[config.mk]
export PLATFORM = sky130hd
export DESIGN_NAME = irq_ack_ctrl
export DESIGN_NICKNAME = d
export VERILOG_FILES = /design/src/rtl/irq_ack_pkg.sv /design/src/rtl/irq_status_regs.sv /design/src/rtl/autopoll_timer.sv /design/src/rtl/ack_reply_fsm.sv /design/src/rtl/irq_ack_ctrl.sv
export SDC_FILE = /design/constraint.sdc
export NUM_CORES = 1
export LEC_CHECK = 0
export BUFFER_PORTS_ARGS = -buffer_cell sky130_fd_sc_hd__buf_2
export CAP_MARGIN = 5
export CORE_ASPECT_RATIO = 1.2
export CORE_UTILIZATION = 50
export DETAILED_ROUTE_END_ITERATION = 12
export GPL_ROUTABILITY_DRIVEN = 0
export HOLD_SLACK_MARGIN = 0.02
export MAX_ROUTING_LAYER = met4
export PLACE_DENSITY = 0.75
export SLEW_MARGIN = 10
export SYNTH_ARGS = -nofsm -noshare
export SYNTH_HDL_FRONTEND = slang
export SYNTH_SLANG_ARGS = --single-unit
[constraint.sdc]
create_clock -name clk -period 2.1 [get_ports clk]
set_input_delay 0.105 -clock clk [delete_from_list [all_inputs] [get_ports clk]]
set_output_delay 0.105 -clock clk [all_outputs]
set_load 0.005 [all_outputs]
[src/rtl/irq_ack_pkg.sv]
package irq_ack_pkg;

    localparam int TICK_BIT = 2;
    localparam int AUTO_BIT = 3;
    localparam int BUS_BIT  = 4;

    localparam logic [7:0] BUS_BITS   = 8'h18;
    localparam logic [7:0] RESET_MASK = 8'h14;

    localparam int CMD_LEN_W = 3;
    localparam int ARG_BYTES = 4;

    localparam logic [7:0] AP_SIG0 = 8'h00;
    localparam logic [7:0] AP_SIG1 = 8'h86;

    typedef enum logic [1:0] {
        OP_MASK = 2'd0,
        OP_ACK  = 2'd1,
        OP_BUS  = 2'd2,
        OP_NONE = 2'd3
    } cmd_op_e;

    typedef enum logic [1:0] {
        ST_IDLE = 2'd0,
        ST_HEAD = 2'd1,
        ST_DATA = 2'd2
    } rsp_state_e;

endpackage

[src/rtl/irq_status_regs.sv]
module irq_status_regs
    import irq_ack_pkg::*;
#(
    parameter int BUF_BYTES = 4,
    parameter int LEN_W     = $clog2(BUF_BYTES + 1)
) (
    input  logic                   clk,
    input  logic                   rst_n,
    input  logic                   tick_i,
    input  logic                   busr_valid_i,
    input  logic [LEN_W-1:0]       busr_len_i,
    input  logic [8*BUF_BYTES-1:0] busr_data_i,
    input  logic                   pollr_valid_i,
    input  logic [LEN_W-1:0]       pollr_len_i,
    input  logic [8*BUF_BYTES-1:0] pollr_data_i,
    input  logic                   mask_wr_i,
    input  logic [7:0]             mask_val_i,
    input  logic                   ack_i,
    output logic [7:0]             status_o,
    output logic [LEN_W-1:0]       buf_len_o,
    output logic [8*BUF_BYTES-1:0] buf_data_o,
    output logic                   irq_n_o
);

    logic [7:0]             status_q, status_d;
    logic [7:0]             mask_q, mask_d;
    logic [LEN_W-1:0]       len_q, len_d;
    logic [8*BUF_BYTES-1:0] data_q, data_d;
    logic                   irq_n_q;

    function automatic logic [LEN_W-1:0] clamp_len(input logic [LEN_W-1:0] l);
        return (l > LEN_W'(BUF_BYTES)) ? LEN_W'(BUF_BYTES) : l;
    endfunction

    always_comb begin
        status_d = status_q;
        mask_d   = mask_q;
        len_d    = len_q;
        data_d   = data_q;
        if (mask_wr_i) mask_d = mask_val_i;
        if (ack_i) begin
            if (status_q[BUS_BIT]) begin
                status_d = status_q & ~BUS_BITS;
                len_d    = '0;
            end else begin
                status_d = '0;
            end
        end
        if (tick_i) status_d[TICK_BIT] = 1'b1;
        if (busr_valid_i) begin
            status_d[BUS_BIT] = 1'b1;
            len_d             = clamp_len(busr_len_i);
            data_d            = busr_data_i;
        end else if (pollr_valid_i && pollr_len_i != '0) begin
            status_d = status_d | BUS_BITS;
            len_d    = clamp_len(pollr_len_i);
            data_d   = pollr_data_i;
        end
    end

    always_ff @(posedge clk) begin
        if (!rst_n) begin
            status_q <= '0;
            mask_q   <= RESET_MASK;
            len_q    <= '0;
            data_q   <= '0;
            irq_n_q  <= 1'b1;
        end else begin
            status_q <= status_d;
            mask_q   <= mask_d;
            len_q    <= len_d;
            data_q   <= data_d;
            irq_n_q  <= ~|(status_d & mask_d);
        end
    end

    assign status_o   = status_q;
    assign buf_len_o  = len_q;
    assign buf_data_o = data_q;
    assign irq_n_o    = irq_n_q;


    mask_hold_chk: assert property (@(posedge clk) disable iff (!rst_n)
        !mask_wr_i |=> $stable(mask_q));


    auto_needs_bus_chk: assert property (@(posedge clk) disable iff (!rst_n)
        status_q[AUTO_BIT] |-> status_q[BUS_BIT]);


    busr_sets_pending_chk: assert property (@(posedge clk) disable iff (!rst_n)
        busr_valid_i |=> status_q[BUS_BIT]);

endmodule

[src/rtl/autopoll_timer.sv]
module autopoll_timer #(
    parameter int PERIOD = 30,
    parameter int CNT_W  = $clog2(PERIOD)
) (
    input  logic        clk,
    input  logic        rst_n,
    input  logic        wr_i,
    input  logic [15:0] mask_val_i,
    input  logic        pending_i,
    output logic        poll_req_o,
    output logic [15:0] poll_mask_o
);

    localparam logic [CNT_W-1:0] LAST = CNT_W'(PERIOD - 1);

    logic [15:0]      mask_q;
    logic [CNT_W-1:0] cnt_q;
    logic             req_q;

    always_ff @(posedge clk) begin
        if (!rst_n) begin
            mask_q <= '0;
            cnt_q  <= '0;
            req_q  <= 1'b0;
        end else begin
            req_q <= 1'b0;
            if (wr_i && mask_val_i != mask_q) begin
                mask_q <= mask_val_i;
                cnt_q  <= '0;
            end else if (mask_q != '0) begin
                if (cnt_q == LAST) begin
                    cnt_q <= '0;
                    req_q <= !pending_i;
                end else begin
                    cnt_q <= cnt_q + 1'b1;
                end
            end
        end
    end

    assign poll_req_o  = req_q;
    assign poll_mask_o = mask_q;


    poll_stop_chk: assert property (@(posedge clk) disable iff (!rst_n)
        (mask_q == '0) |=> !req_q);


    poll_pulse_chk: assert property (@(posedge clk) disable iff (!rst_n)
        req_q |=> !req_q);

endmodule

[src/rtl/ack_reply_fsm.sv]
module ack_reply_fsm
    import irq_ack_pkg::*;
#(
    parameter int BUF_BYTES = 4,
    parameter int LEN_W     = $clog2(BUF_BYTES + 1),
    parameter int IDX_W     = $clog2(BUF_BYTES)
) (
    input  logic                   clk,
    input  logic                   rst_n,
    input  logic                   ack_i,
    input  logic [7:0]             status_i,
    input  logic [LEN_W-1:0]       buf_len_i,
    input  logic [8*BUF_BYTES-1:0] buf_data_i,
    output logic                   idle_o,
    output logic                   rsp_valid_o,
    output logic [7:0]             rsp_data_o,
    output logic                   rsp_last_o
);

    rsp_state_e                  state_q, state_d;
    logic [7:0]                  head_q;
    logic [BUF_BYTES-1:0][7:0]   snap_q;
    logic [LEN_W-1:0]            dlen_q;
    logic [LEN_W-1:0]            idx_q;
    logic [LEN_W-1:0]            last_idx;

    assign last_idx = dlen_q - LEN_W'(1);

    always_comb begin
        state_d = state_q;
        unique case (state_q)
            ST_IDLE: if (ack_i) state_d = ST_HEAD;
            ST_HEAD: state_d = (dlen_q == '0) ? ST_IDLE : ST_DATA;
            ST_DATA: if (idx_q == last_idx) state_d = ST_IDLE;
            default: state_d = ST_IDLE;
        endcase
    end

    always_ff @(posedge clk) begin
        if (!rst_n) begin
            state_q <= ST_IDLE;
            head_q  <= '0;
            snap_q  <= '0;
            dlen_q  <= '0;
            idx_q   <= '0;
        end else begin
            state_q <= state_d;
            if (state_q == ST_IDLE && ack_i) begin
                head_q <= status_i[BUS_BIT] ? (status_i & BUS_BITS) : status_i;
                dlen_q <= status_i[BUS_BIT] ? buf_len_i : '0;
                snap_q <= buf_data_i;
                idx_q  <= '0;
            end else if (state_q == ST_DATA) begin
                idx_q <= idx_q + 1'b1;
            end
        end
    end

    always_comb begin
        idle_o      = (state_q == ST_IDLE);
        rsp_valid_o = 1'b0;
        rsp_data_o  = '0;
        rsp_last_o  = 1'b0;
        unique case (state_q)
            ST_HEAD: begin
                rsp_valid_o = 1'b1;
                rsp_data_o  = head_q;
                rsp_last_o  = (dlen_q == '0);
            end
            ST_DATA: begin
                rsp_valid_o = 1'b1;
                rsp_data_o  = snap_q[idx_q[IDX_W-1:0]];
                rsp_last_o  = (idx_q == last_idx);
            end
            default: ;
        endcase
    end


    stream_contig_chk: assert property (@(posedge clk) disable iff (!rst_n)
        (rsp_valid_o && !rsp_last_o) |=> rsp_valid_o);


    stream_end_chk: assert property (@(posedge clk) disable iff (!rst_n)
        rsp_last_o |=> !rsp_valid_o);


    ack_when_idle_chk: assert property (@(posedge clk) disable iff (!rst_n)
        ack_i |-> idle_o);


    last_marks_valid_chk: assert property (@(posedge clk) disable iff (!rst_n)
        rsp_last_o |-> rsp_valid_o);

endmodule

[src/rtl/irq_ack_ctrl.sv]
module irq_ack_ctrl
    import irq_ack_pkg::*;
#(
    parameter int BUF_BYTES   = 4,
    parameter int POLL_PERIOD = 30,
    parameter int LEN_W       = $clog2(BUF_BYTES + 1)
) (
    input  logic                       clk,
    input  logic                       rst_n,
    input  logic                       tick_evt,
    input  logic                       bus_rsp_valid,
    input  logic [LEN_W-1:0]           bus_rsp_len,
    input  logic [8*BUF_BYTES-1:0]     bus_rsp_data,
    input  logic                       cmd_valid,
    input  logic [1:0]                 cmd_op,
    input  logic [CMD_LEN_W-1:0]       cmd_len,
    input  logic [8*ARG_BYTES-1:0]     cmd_args,
    output logic                       rsp_valid,
    output logic [7:0]                 rsp_data,
    output logic                       rsp_last,
    output logic                       poll_req,
    output logic [15:0]                poll_mask,
    input  logic                       poll_rsp_valid,
    input  logic [LEN_W-1:0]           poll_rsp_len,
    input  logic [8*BUF_BYTES-1:0]     poll_rsp_data,
    output logic                       irq_n
);

    logic                   idle;
    logic                   cmd_ok;
    logic                   mask_wr, ack_go, ap_wr;
    logic [7:0]             status;
    logic [LEN_W-1:0]       buf_len;
    logic [8*BUF_BYTES-1:0] buf_data;

    assign cmd_ok  = cmd_valid && idle;
    assign mask_wr = cmd_ok && (cmd_op == OP_MASK) && (cmd_len == CMD_LEN_W'(1));
    assign ack_go  = cmd_ok && (cmd_op == OP_ACK)  && (cmd_len == '0);
    assign ap_wr   = cmd_ok && (cmd_op == OP_BUS)  && (cmd_len == CMD_LEN_W'(4))
                     && (cmd_args[7:0] == AP_SIG0) && (cmd_args[15:8] == AP_SIG1);

    irq_status_regs #(.BUF_BYTES(BUF_BYTES), .LEN_W(LEN_W)) u_regs (
        .clk          (clk),
        .rst_n        (rst_n),
        .tick_i       (tick_evt),
        .busr_valid_i (bus_rsp_valid),
        .busr_len_i   (bus_rsp_len),
        .busr_data_i  (bus_rsp_data),
        .pollr_valid_i(poll_rsp_valid),
        .pollr_len_i  (poll_rsp_len),
        .pollr_data_i (poll_rsp_data),
        .mask_wr_i    (mask_wr),
        .mask_val_i   (cmd_args[7:0]),
        .ack_i        (ack_go),
        .status_o     (status),
        .buf_len_o    (buf_len),
        .buf_data_o   (buf_data),
        .irq_n_o      (irq_n)
    );

    autopoll_timer #(.PERIOD(POLL_PERIOD)) u_timer (
        .clk        (clk),
        .rst_n      (rst_n),
        .wr_i       (ap_wr),
        .mask_val_i ({cmd_args[23:16], cmd_args[31:24]}),
        .pending_i  (status[BUS_BIT]),
        .poll_req_o (poll_req),
        .poll_mask_o(poll_mask)
    );

    ack_reply_fsm #(.BUF_BYTES(BUF_BYTES), .LEN_W(LEN_W)) u_fsm (
        .clk        (clk),
        .rst_n      (rst_n),
        .ack_i      (ack_go),
        .status_i   (status),
        .buf_len_i  (buf_len),
        .buf_data_i (buf_data),
        .idle_o     (idle),
        .rsp_valid_o(rsp_valid),
        .rsp_data_o (rsp_data),
        .rsp_last_o (rsp_last)
    );

endmodule

==> metrics.txt, run 1 <==
status complete, no violations; Synth Instances 617; Final Setup Violations 0; yosys warns 0; vias per cell 5.34; crit-path max FO 5; syn_nets 739; drt first-iter violations 189; setup ws final 0.0446 ns; area delta synth->final 29.2%; 1st-pass router iterations 5; Synth Flop Type dfxtp_1; Worst EP required 2.44 ns; Post-Layout Inst Area 7470 um2; capture point of the worst reg-to-reg path u_regs.irq_n_o$_SDFF_PN1_; reg2reg setup slack 0.04 ns; pre-CTS setup slack 0.0183 ns; synthesis-stage register bit count 122; EDFF count, synth 0; Initial Utilization 0.519; Netlist cell types 49; drt drc 0; r2r startpoint u_fsm.state_q[0]$_SDFFE_PN0P_; Setup TNS 0 ns; NumNets Final 891; core footprint 11,100 um2; GRT Overall Usage 0.238; asr flop ratio synth 0; power density over the cells 772 nW/um2; largest net degree at the start of global routing 65; Worst Skew 0.00806 ns; Max-Slew Margin vs Limit 0.602; initial antenna violation count 0; post-route ant nets 0; hold crit path type in -> reg; DIE AREA 12,000 um2; total number of vias 4,996; layout cell share with drive strength beyond 1 0.257; final hold vios 0; Inserted Diodes 0; FF-to-FF path depth 8; I/O Pins 141; Final Critical Period 2.06 ns; Routed WL per cell 14.3 um; Critical Path Start Type flip-flop; drt total wl 13.3 mm; die height 120 um; Max Freq 0.487 GHz; Post-DP Area 6640 um2; vias in the first global route 4,839; busiest grt layer met2; RSZ-0062 raised after global routing yes; Clock Path Buffers 2; Horiz. Die Dim 100 um; min-delay src bus_rsp_valid; met2 usage 0.426; CTS root buf clkbuf_16; Pleak 0.00347 uW; WP data arrival 2.39 ns; HPWL after detailed placement 9.51 mm; CTS Sinks 122; Rows 42; first-pass GRT wire length 21.5 mm; number of H-tree levels 4; fin. max-slew vios 0; Hold Crit Endpoint u_regs.buf_len_o[2]$_SDFFE_PN0P_; hold depth 3; MaxCap Viol Count 0; Clock Pin Slew Worst Setup and Hold Paths 0.06 ns; PortBufs 140; global-route track usage on met1 0.247; GRT overflow 0; fin crit share 0.979; critical path class reg -> reg; CTS tree built; crit end category flip-flop; register area share after synthesis 0.422; met3 usage 0.0600; clk_lat worst skew 0.41 ns; Num CTS Buffers 17; Cell Area, Synth 5780 um2; Slew @ Worst Pin 0.597 ns; Mean Syn Cell Area 9.37 um2; maximum vdd drop 0.000619 V
## final cells by class
class                           instances  area, um2
Clock buffer                           22        454
Clock inverter                          9        123
Fill cell                             876       3670
Inverter                               10       37.5
Multi-Input combinational cell        442       3150
Sequential cell                       122       2440
Tap cell                              154        193
Timing Repair Buffer                  176       1070
## power breakdown
group | internal [uW] | leakage (uW) | switching [uW]
registers | 2390 | 0.000994 | 45.5
logic | 265 | 0.00219 | 218
clock network | 1880 | 0.000284 | 978
total | 4530 | 0.00347 | 1240
## how the worst max path moves through the flow
stage | startpoint | endpoint | slack [ns] | depth (start not counted)
finish | u_fsm.state_q[0]$_SDFFE_PN0P_ | u_regs.irq_n_o$_SDFF_PN1_ | 0.04 | 8
CTS | u_fsm.state_q[0]$_SDFFE_PN0P_ | u_regs.irq_n_o$_SDFF_PN1_ | 0.02 | 8
global route | u_fsm.state_q[0]$_SDFFE_PN0P_ | u_regs.irq_n_o$_SDFF_PN1_ | -0.06 | 8
detailed placement | u_fsm.state_q[0]$_SDFFE_PN0P_ | u_regs.irq_n_o$_SDFF_PN1_ | 0.02 | 8
floorplan | u_fsm.state_q[0]$_SDFFE_PN0P_ | u_regs.irq_n_o$_SDFF_PN1_ | 0.19 | 9
global placement | cmd_op[1] | u_regs.irq_n_o$_SDFF_PN1_ | 0.13 | 7
## stage by stage
step	power, uW	utilization	cells	hold WS (ns)
after floorplan	2740	-	617	0.250
after global placement	2910	0.596	881	0.386
after detailed placement	2930	0.596	881	0.401
after CTS	5800	0.668	935	0.0209
after global routing	5990	0.670	935	0.0445
final	5770	0.670	935	0.0339
## cells by family (layout without fill, tap and decap cells)
group | after synthesis | count (layout) | share of synthesized area
AO/OA/AOI/OAI | 123 | 123 | 0.169
flip-flops | 122 | 122 | 0.422
XOR/XNOR | 22 | 22 | 0.0333
AND/OR/NAND/NOR | 223 | 223 | 0.188
multiplexers | 65 | 65 | 0.131
buffers and inverters | 53 | 217 | 0.0370
adder cells (fa/ha/maj) | 9 | 9 | 0.0195
## registers in the layout, indices dropped and copies added, names as in the netlist
register	cells
u_fsm.dlen_q	3
u_timer.cnt_q	5
u_regs.mask_q	8
u_fsm.state_q	2
u_regs.irq_n_o	1
u_fsm.head_q	8
u_regs.status_o	8
u_fsm.idx_q	3
u_regs.buf_len_o	3
u_fsm.snap_q	32
u_regs.buf_data_o	32
u_timer.poll_mask_o	16
u_timer.poll_req_o	1
## worst max-delay path, cell delays in order (launching register included)
cell      delay (ns)
dfxtp_1         0.32
inv_1           0.11
ha_2            0.21
nand3b_1        0.14
or2_4           0.29
mux2_4          0.33
a32oi_1         0.22
o211ai_1        0.14
a211oi_2        0.22
## cells in the mapped netlist, types with 2 or more instances
cell type	count	area, um2
nand4b_1	2	17.5
inv_1	10	37.5
nand3_1	6	30.0
o22a_1	2	17.5
nor4_1	9	56.3
nand2_1	128	480
a221oi_1	3	26.3
nand4_1	3	18.8
and4_1	2	17.5
mux4_2	8	180
o22ai_1	4	25.0
xnor2_1	3	26.3
buf_1	6	22.5
o211ai_1	2	15.0
a21boi_0	47	353
buf_2	3	15.0
a22oi_1	9	67.6
nor2b_1	36	225
a21oi_1	9	45.0
ha_1	9	113
o21a_1	2	15.0
xor2_1	19	166
o211a_1	33	330
mux2i_1	56	561
dfxtp_1	122	2440
and2_1	6	37.5
nor3_1	3	15.0
o21ai_0	7	35.0
nor4b_1	5	43.8
nand3b_1	6	45.0
nor2_1	8	30.0
clkbuf_1	32	120
## per-layer routing
layer	routed length (um)	vias to the layer above	part of all wire
met2	6840	155	0.51
met5	0	-	0
li1	-	2472	-
met3	732	20	0.055
met1	5510	2349	0.41
met4	252	0	0.019
## layout by cell type (no fill, tap or decap), drive strengths merged, types with 5 or more instances in the layout
cell type / instances
ha: 9
nand3b: 6
inv: 10
nand3: 6
clkinv: 5
a22oi: 9
dfxtp: 122
nor4: 9
clkbuf: 22
nor4b: 5
a21oi: 9
o21ai: 7
mux2i: 56
dlygate4sd3: 23
mux4: 8
a21boi: 47
nand2: 128
buf: 153
nor2: 9
o211a: 33
xor2: 19
and2: 7
nor2b: 36
## repair_timing
action | in CTS | in global routing
cloned | 0 | 0
resized for setup | 1 | 7
hold buffers | 23 | 0
endpoints found under the setup margin | 1 | 4
hold endpoints to repair | 23 | 0
buffers inserted | 0 | 0
pin swaps | 0 | 2
No activity file was read; power rests on OpenSTA's default activity.
==> inputs of run 2 (changes only) <==
clock period = 2.28 ns   (was 2.1 ns; I/O delays follow)
==> metrics.txt, run 2 (synthesis gave the netlist of run 1 again) <==
status complete, no violations; critical path class reg -> out; WL met3 686 um (-6.3%); core footprint 11,100 um2 (unchanged); Fill cells 912 (+4.1%); Post-Layout Inst Area 7410 um2 (-0.80%); reg2reg setup slack 0.22 ns (+0.18 ns); layout cell share with drive strength beyond 1 0.254 (-0.00289); WL met2 6.82 mm (-0.37%); Worst EP required 2.17 ns (-0.27 ns); CTS tree built; Post-DP Area 6630 um2 (-0.11%); first-pass GRT wire length 21.7 mm (+0.55%); most frequent cells in the layout 140 x buf_2, 128 x nand2_1, 122 x dfxtp_1; HPWL after detailed placement 9.47 mm (-0.45%); fin. max-slew vios 0 (unchanged); drt first-iter violations 207 (+9.5%); total number of vias 4,988 (-0.16%); initial antenna violation count 0 (unchanged); Max-Slew Margin vs Limit 0.602 (about the same); Rows 42 (unchanged); hold depth 4 (+1); fin crit share 0.934; 1st-pass router iterations 5 (unchanged); Total Power 5080 uW (-12%); post-route ant nets 0 (unchanged); maximum vdd drop 0.000532 V (-14%); crit end category primary output; I/O Pins 141 (unchanged); power density over the cells 685 nW/um2 (-11%); Critical Path Start Type flip-flop; CTS Sinks 122 (unchanged); PortBufs 140 (unchanged); Clock Path Buffers 2 (unchanged); Initial Utilization 0.519 (unchanged); MaxCap Viol Count 0 (unchanged); CTS root buf clkbuf_16; die height 120 um (unchanged); clk_lat worst skew 0.42 ns (about the same); RSZ-0062 raised after global routing no; Clock Pin Slew Worst Setup and Hold Paths 0.06 ns (about the same); Routed WL per cell 14.3 um (+0.10%); DIE AREA 12,000 um2 (unchanged); min-delay src poll_rsp_data[23]; NumNets Final 891 (unchanged); drt drc 0 (unchanged); commonest non-fill, non-tap cell in the layout buf_2; FF-to-FF path depth 8 (unchanged); Hold Crit Endpoint u_regs.buf_data_o[23]$_SDFFE_PN0P_; Worst Skew 0.00525 ns (-0.00281 ns); Max Freq 0.470 GHz; Inserted Diodes 0 (unchanged); Setup TNS 0 ns (unchanged); hold crit path type in -> reg; Final Critical Period 2.13 ns; WL met1 5.63 mm (+2.2%); multi-input logic area 3130 um2 (-0.64%); Num CTS Buffers 17 (unchanged); WP data arrival 2.01 ns (-0.38 ns); Slew @ Worst Pin 0.596 ns (-0.000781 ns); drt total wl 13.4 mm (+0.21%); Final Core Density 0.665 (-0.00539); GRT Overall Usage 0.236 (-0.00141); setup ws final 0.151 ns (+0.107 ns); area delta synth->final 28.1%; final hold vios 0 (unchanged); DR top layer met4; crit-path max FO 8 (+3); vias per cell 5.33 (-0.27%); register area 2440 um2 (about the same); GRT overflow 0 (unchanged); number of H-tree levels 4 (unchanged); capture point of the worst reg-to-reg path u_regs.irq_n_o$_SDFF_PN1_; post-CTS setup buffer count 0 (unchanged); vias in the first global route 4,783 (-1.2%); Horiz. Die Dim 100 um (unchanged); Pleak 0.00341 uW (-1.5%); pre-CTS setup slack 0.228 ns (+0.209 ns); r2r startpoint u_fsm.state_q[0]$_SDFFE_PN0P_; Final Setup Violations 0 (unchanged); largest net degree at the start of global routing 68 (+4.6%)
[run 2: final cells by class]
cell class / count / share of cell area
Clock buffer: 18 / 0.0593
Inverter: 10 / 0.00507
Clock inverter: 14 / 0.0135
Tap cell: 154 / 0.0260
Sequential cell: 122 / 0.330
Timing Repair Buffer: 176 / 0.144
Multi-Input combinational cell: 442 / 0.422
[run 2: worst max-delay path by stage]
stage	to	startpoint	cells after the start	slack [ns]
2_1_floorplan	u_regs.irq_n_o$_SDFF_PN1_	u_fsm.state_q[0]$_SDFFE_PN0P_	9	0.37
3_3_place_gp	u_regs.irq_n_o$_SDFF_PN1_	cmd_op[1]	7	0.30
3_5_place_dp	u_regs.irq_n_o$_SDFF_PN1_	u_fsm.state_q[0]$_SDFFE_PN0P_	8	0.23
4_1_cts	rsp_data[7]	u_fsm.idx_q[0]$_SDFFE_PP0P_	4	0.16
5_1_grt	rsp_last	u_fsm.dlen_q[0]$_SDFFE_PN0P_	7	0.07
6_report	rsp_data[7]	u_fsm.idx_q[0]$_SDFFE_PP0P_	4	0.15
[run 2: timing repair]
action | in CTS | in global routing
hold buffers | 24 | 0
endpoints found under the hold margin | 24 | 0
resized for setup | 0 | 0
[run 2: power by group]
group / total [uW] / switching (uW) / internal [uW] / leakage (uW)
Clock: 2390 / 982 / 1410 / 0.000251
Sequential: 2240 / 41.7 / 2200 / 0.000993
Combinational: 443 / 200 / 242 / 0.00217
[run 2: routing by layer]
layer  global-route usage  up-vias
met5                    -        -
met4               0.0924        0
met3               0.0542       20
met2                0.418      162
met1                0.254     2330
li1                     -     2476
[run 2: per-stage QoR]
stage,cells,hold slack (ns)
finish,936,0.0422
global route,936,0.0594
CTS,936,0.0353
detailed placement,880,0.410
global placement,880,0.396
floorplan,617,0.259
[run 2: critical path: stages, from the launching register on]
cell	delay, ns
dfxtp_1	0.57
mux4_2	0.57
a22oi_1	0.24
nor2b_1	0.09
buf_2	0.13
==> inputs of run 3 (changes only) <==
CAP_MARGIN = 30   (was 5)
SYNTH_HIERARCHICAL = 1   (was not set)
==> metrics.txt, run 3 <==
most frequent cells in the layout 158 x nand2_1, 139 x buf_2, 122 x dfxtp_1; Total Power 5360 uW (+5.6%); Routed WL per cell 15.0 um (+4.7%); clk_lat worst skew 0.41 ns (about the same); Synth Instances 625 (+1.3%); Fill cells 897 (-1.6%); hold depth 3 (-1); Num CTS Buffers 17 (unchanged); Inserted Diodes 0 (unchanged); Max Freq 0.476 GHz (+1.2%); status complete, no violations; post-route ant nets 0 (unchanged); maximum vdd drop 0.000504 V (-5.2%); Worst EP required 2.60 ns (+0.43 ns); drt first-iter violations 320 (+55%); EDFF count, synth 0 (unchanged); reg2reg setup slack 0.18 ns (-0.04 ns); die height 121 um (+0.88%); Pleak 0.00335 uW (-1.8%); largest area contributor in the netlist dfxtp_1; Final Core Density 0.681 (+0.0155); Post-synth top cells 158 x nand2_1, 122 x dfxtp_1, 61 x mux2i_1, 43 x a21boi_0, 32 x o211a_1; Placed Instances 890 (+1.1%); syn_nets 747 (+1.1%); Rows 43 (+2.4%); synth top area cells dfxtp_1 41%, mux2i_1 10%, nand2_1 10%; Clock Path Buffers 2 (unchanged); register area share after synthesis 0.415 (-0.00745); 1st-pass router iterations 5 (unchanged); HPWL after detailed placement 9.63 mm (+1.7%); number of H-tree levels 4 (unchanged); min-delay src cmd_args[6]; cell with the most instances after synthesis nand2_1; Worst Skew 0.00958 ns (+0.00433 ns); hold crit path type in -> reg; DIE AREA 12,200 um2 (+1.8%); CTS tree built; capture point of the worst reg-to-reg path u_timer/poll_mask_o[7]$_SDFFE_PN0P_; Mean Syn Cell Area 9.42 um2 (+0.49%); initial antenna violation count 0 (unchanged); fin crit share 0.922 (-0.0113); first-pass GRT wire length 23.9 mm (+10%); layout cell share with drive strength beyond 1 0.254 (-0.000507); Clock Pin Slew Worst Setup and Hold Paths 0.06 ns (about the same); Max-Slew Margin vs Limit 0.629 (+0.0272); PortBufs 140 (unchanged); commonest non-fill, non-tap cell in the layout nand2_1; area delta synth->final 33.1%; Hold Crit Endpoint u_regs/mask_q[6]$_SDFF_PN0_; Setup TNS 0 ns (unchanged); GRT overflow 0 (unchanged); crit end category flip-flop; WP data arrival 2.42 ns (+0.41 ns); pre-CTS setup slack 0.0972 ns (-0.131 ns); GRT Overall Usage 0.257 (+0.0203); Critical Path Start Type flip-flop; setup ws final 0.177 ns (+0.0257 ns); yosys warns 6 (+6); final std cells w/o fill 976 (+4.3%); Yosys top cell area share 0.415 (-0.00745); power density over the cells 684 nW/um2 (-0.14%); Netlist cell types 55 (+12%); drt drc 0 (unchanged); Cell Area, Synth 5890 um2 (+1.8%); Synth Flop Type dfxtp_1; Horiz. Die Dim 101 um (+0.87%); largest net degree at the start of global routing 64 (-5.9%); total number of vias 5,150 (+3.2%); Slew @ Worst Pin 0.556 ns (-0.0400 ns); crit-path max FO 22 (+14); synthesis-stage register bit count 122 (unchanged); Final Setup Violations 0 (unchanged); final hold vios 0 (unchanged); fin. max-slew vios 0 (unchanged); vias in the first global route 5,080 (+6.2%); RSZ-0062 raised after global routing no; Final Critical Period 2.10 ns (-0.0257 ns); CTS Sinks 122 (unchanged); I/O Pins 141 (unchanged); NumNets Final 928 (+4.2%); Initial Utilization 0.511 (-0.00779); MaxCap Viol Count 0 (unchanged); critical path class reg -> reg; r2r startpoint u_fsm/state_q[0]$_SDFFE_PN0P_; core footprint 11,500 um2 (+3.3%); CTS root buf clkbuf_16; FF-to-FF path depth 8 (unchanged); drt total wl 14.6 mm (+9.2%); asr flop ratio synth 0 (unchanged); vias per cell 5.28 (-0.98%)
-- run 3: cell types whose count changed in the layout (fill, tap and decap cells not counted), sizes merged, moves of 6 or more --
cell         previous run  this run
xnor2                   3        19
dlygate4sd3            24        53
inv                    12        19
nor2b                  36        20
nand2                 128       158
xor2                   19         2
and2                    7         1
a21oi                   9         1
and3                    0         8
-- run 3: layer usage --
metal / vias up / wire (um) / GRT usage
met5: - / 0 / -
met4: 0 / 223 / 0.0806
met3: 16 / 694 / 0.0570
met2: 158 / 7840 / 0.463
met1: 2424 / 5830 / 0.277
li1: 2552 / - / -
-- run 3: area by class of cell --
class	instances	area, um2	area share
repair buffers	206	1390	0.178
inverters	11	41.3	0.00527
clock buffers	17	425	0.0543
multi-input cells	448	3180	0.406
clock inverters	15	155	0.0198
well taps	157	196	0.0251
flip-flops and latches	122	2440	0.312
-- run 3: worst max-delay path, stage by stage, from the launching register on --
cell	delay, ns
dfxtp_1	0.33
inv_1	0.12
ha_2	0.24
and4bb_1	0.22
nand3_1	0.11
nor4_4	0.31
o41a_1	0.27
buf_12	0.21
mux2i_1	0.22
-- run 3: power breakdown --
group	total [uW]	internal (uW)	switching (uW)
registers	2240	2190	43.6
clock network	2580	1540	1040
logic	545	297	248
total	5360	4030	1330
-- run 3: worst max-delay path by stage --
stage                                  start                              endpoint  cells past startpoint
6_report       u_fsm/state_q[0]$_SDFFE_PN0P_   u_timer/poll_mask_o[7]$_SDFFE_PN0P_                      8
5_1_grt        u_fsm/state_q[0]$_SDFFE_PN0P_  u_timer/poll_mask_o[12]$_SDFFE_PN0P_                      8
4_1_cts        u_fsm/state_q[0]$_SDFFE_PN0P_  u_timer/poll_mask_o[11]$_SDFFE_PN0P_                      8
3_5_place_dp   u_fsm/state_q[0]$_SDFFE_PN0P_  u_timer/poll_mask_o[15]$_SDFFE_PN0P_                      8
3_3_place_gp   u_fsm/state_q[0]$_SDFFE_PN0P_   u_timer/poll_mask_o[2]$_SDFFE_PN0P_                      8
2_1_floorplan  u_fsm/state_q[0]$_SDFFE_PN0P_             u_regs/irq_n_o$_SDFF_PN1_                      9
-- run 3: kinds of logic (layout without fill, tap and decap cells) --
kind of cell | count (synthesis) | count (layout) | share of synthesized area
multiplexers | 69 | 69 | 0.134
XOR/XNOR | 21 | 21 | 0.0313
buffers and inverters | 55 | 249 | 0.0478
flip-flops | 122 | 122 | 0.415
AND/OR/NAND/NOR | 241 | 241 | 0.194
AO/OA/AOI/OAI | 108 | 108 | 0.159
adder cells (fa/ha/maj) | 9 | 9 | 0.0191
-- run 3: what timing repair did --
item	CTS	global route
hold buffers	53	0
hold endpoints to repair	53	0
resized for setup	0	2
endpoints found under the setup margin	0	16
setup buffers	0	1
-- run 3: stage by stage --
step	area, um2	hold WS (ns)
after floorplan	5890	0.252
after global placement	6710	0.334
after detailed placement	6710	0.338
after CTS	7820	0.0245
after global routing	7840	0.0337
final	7840	0.0326
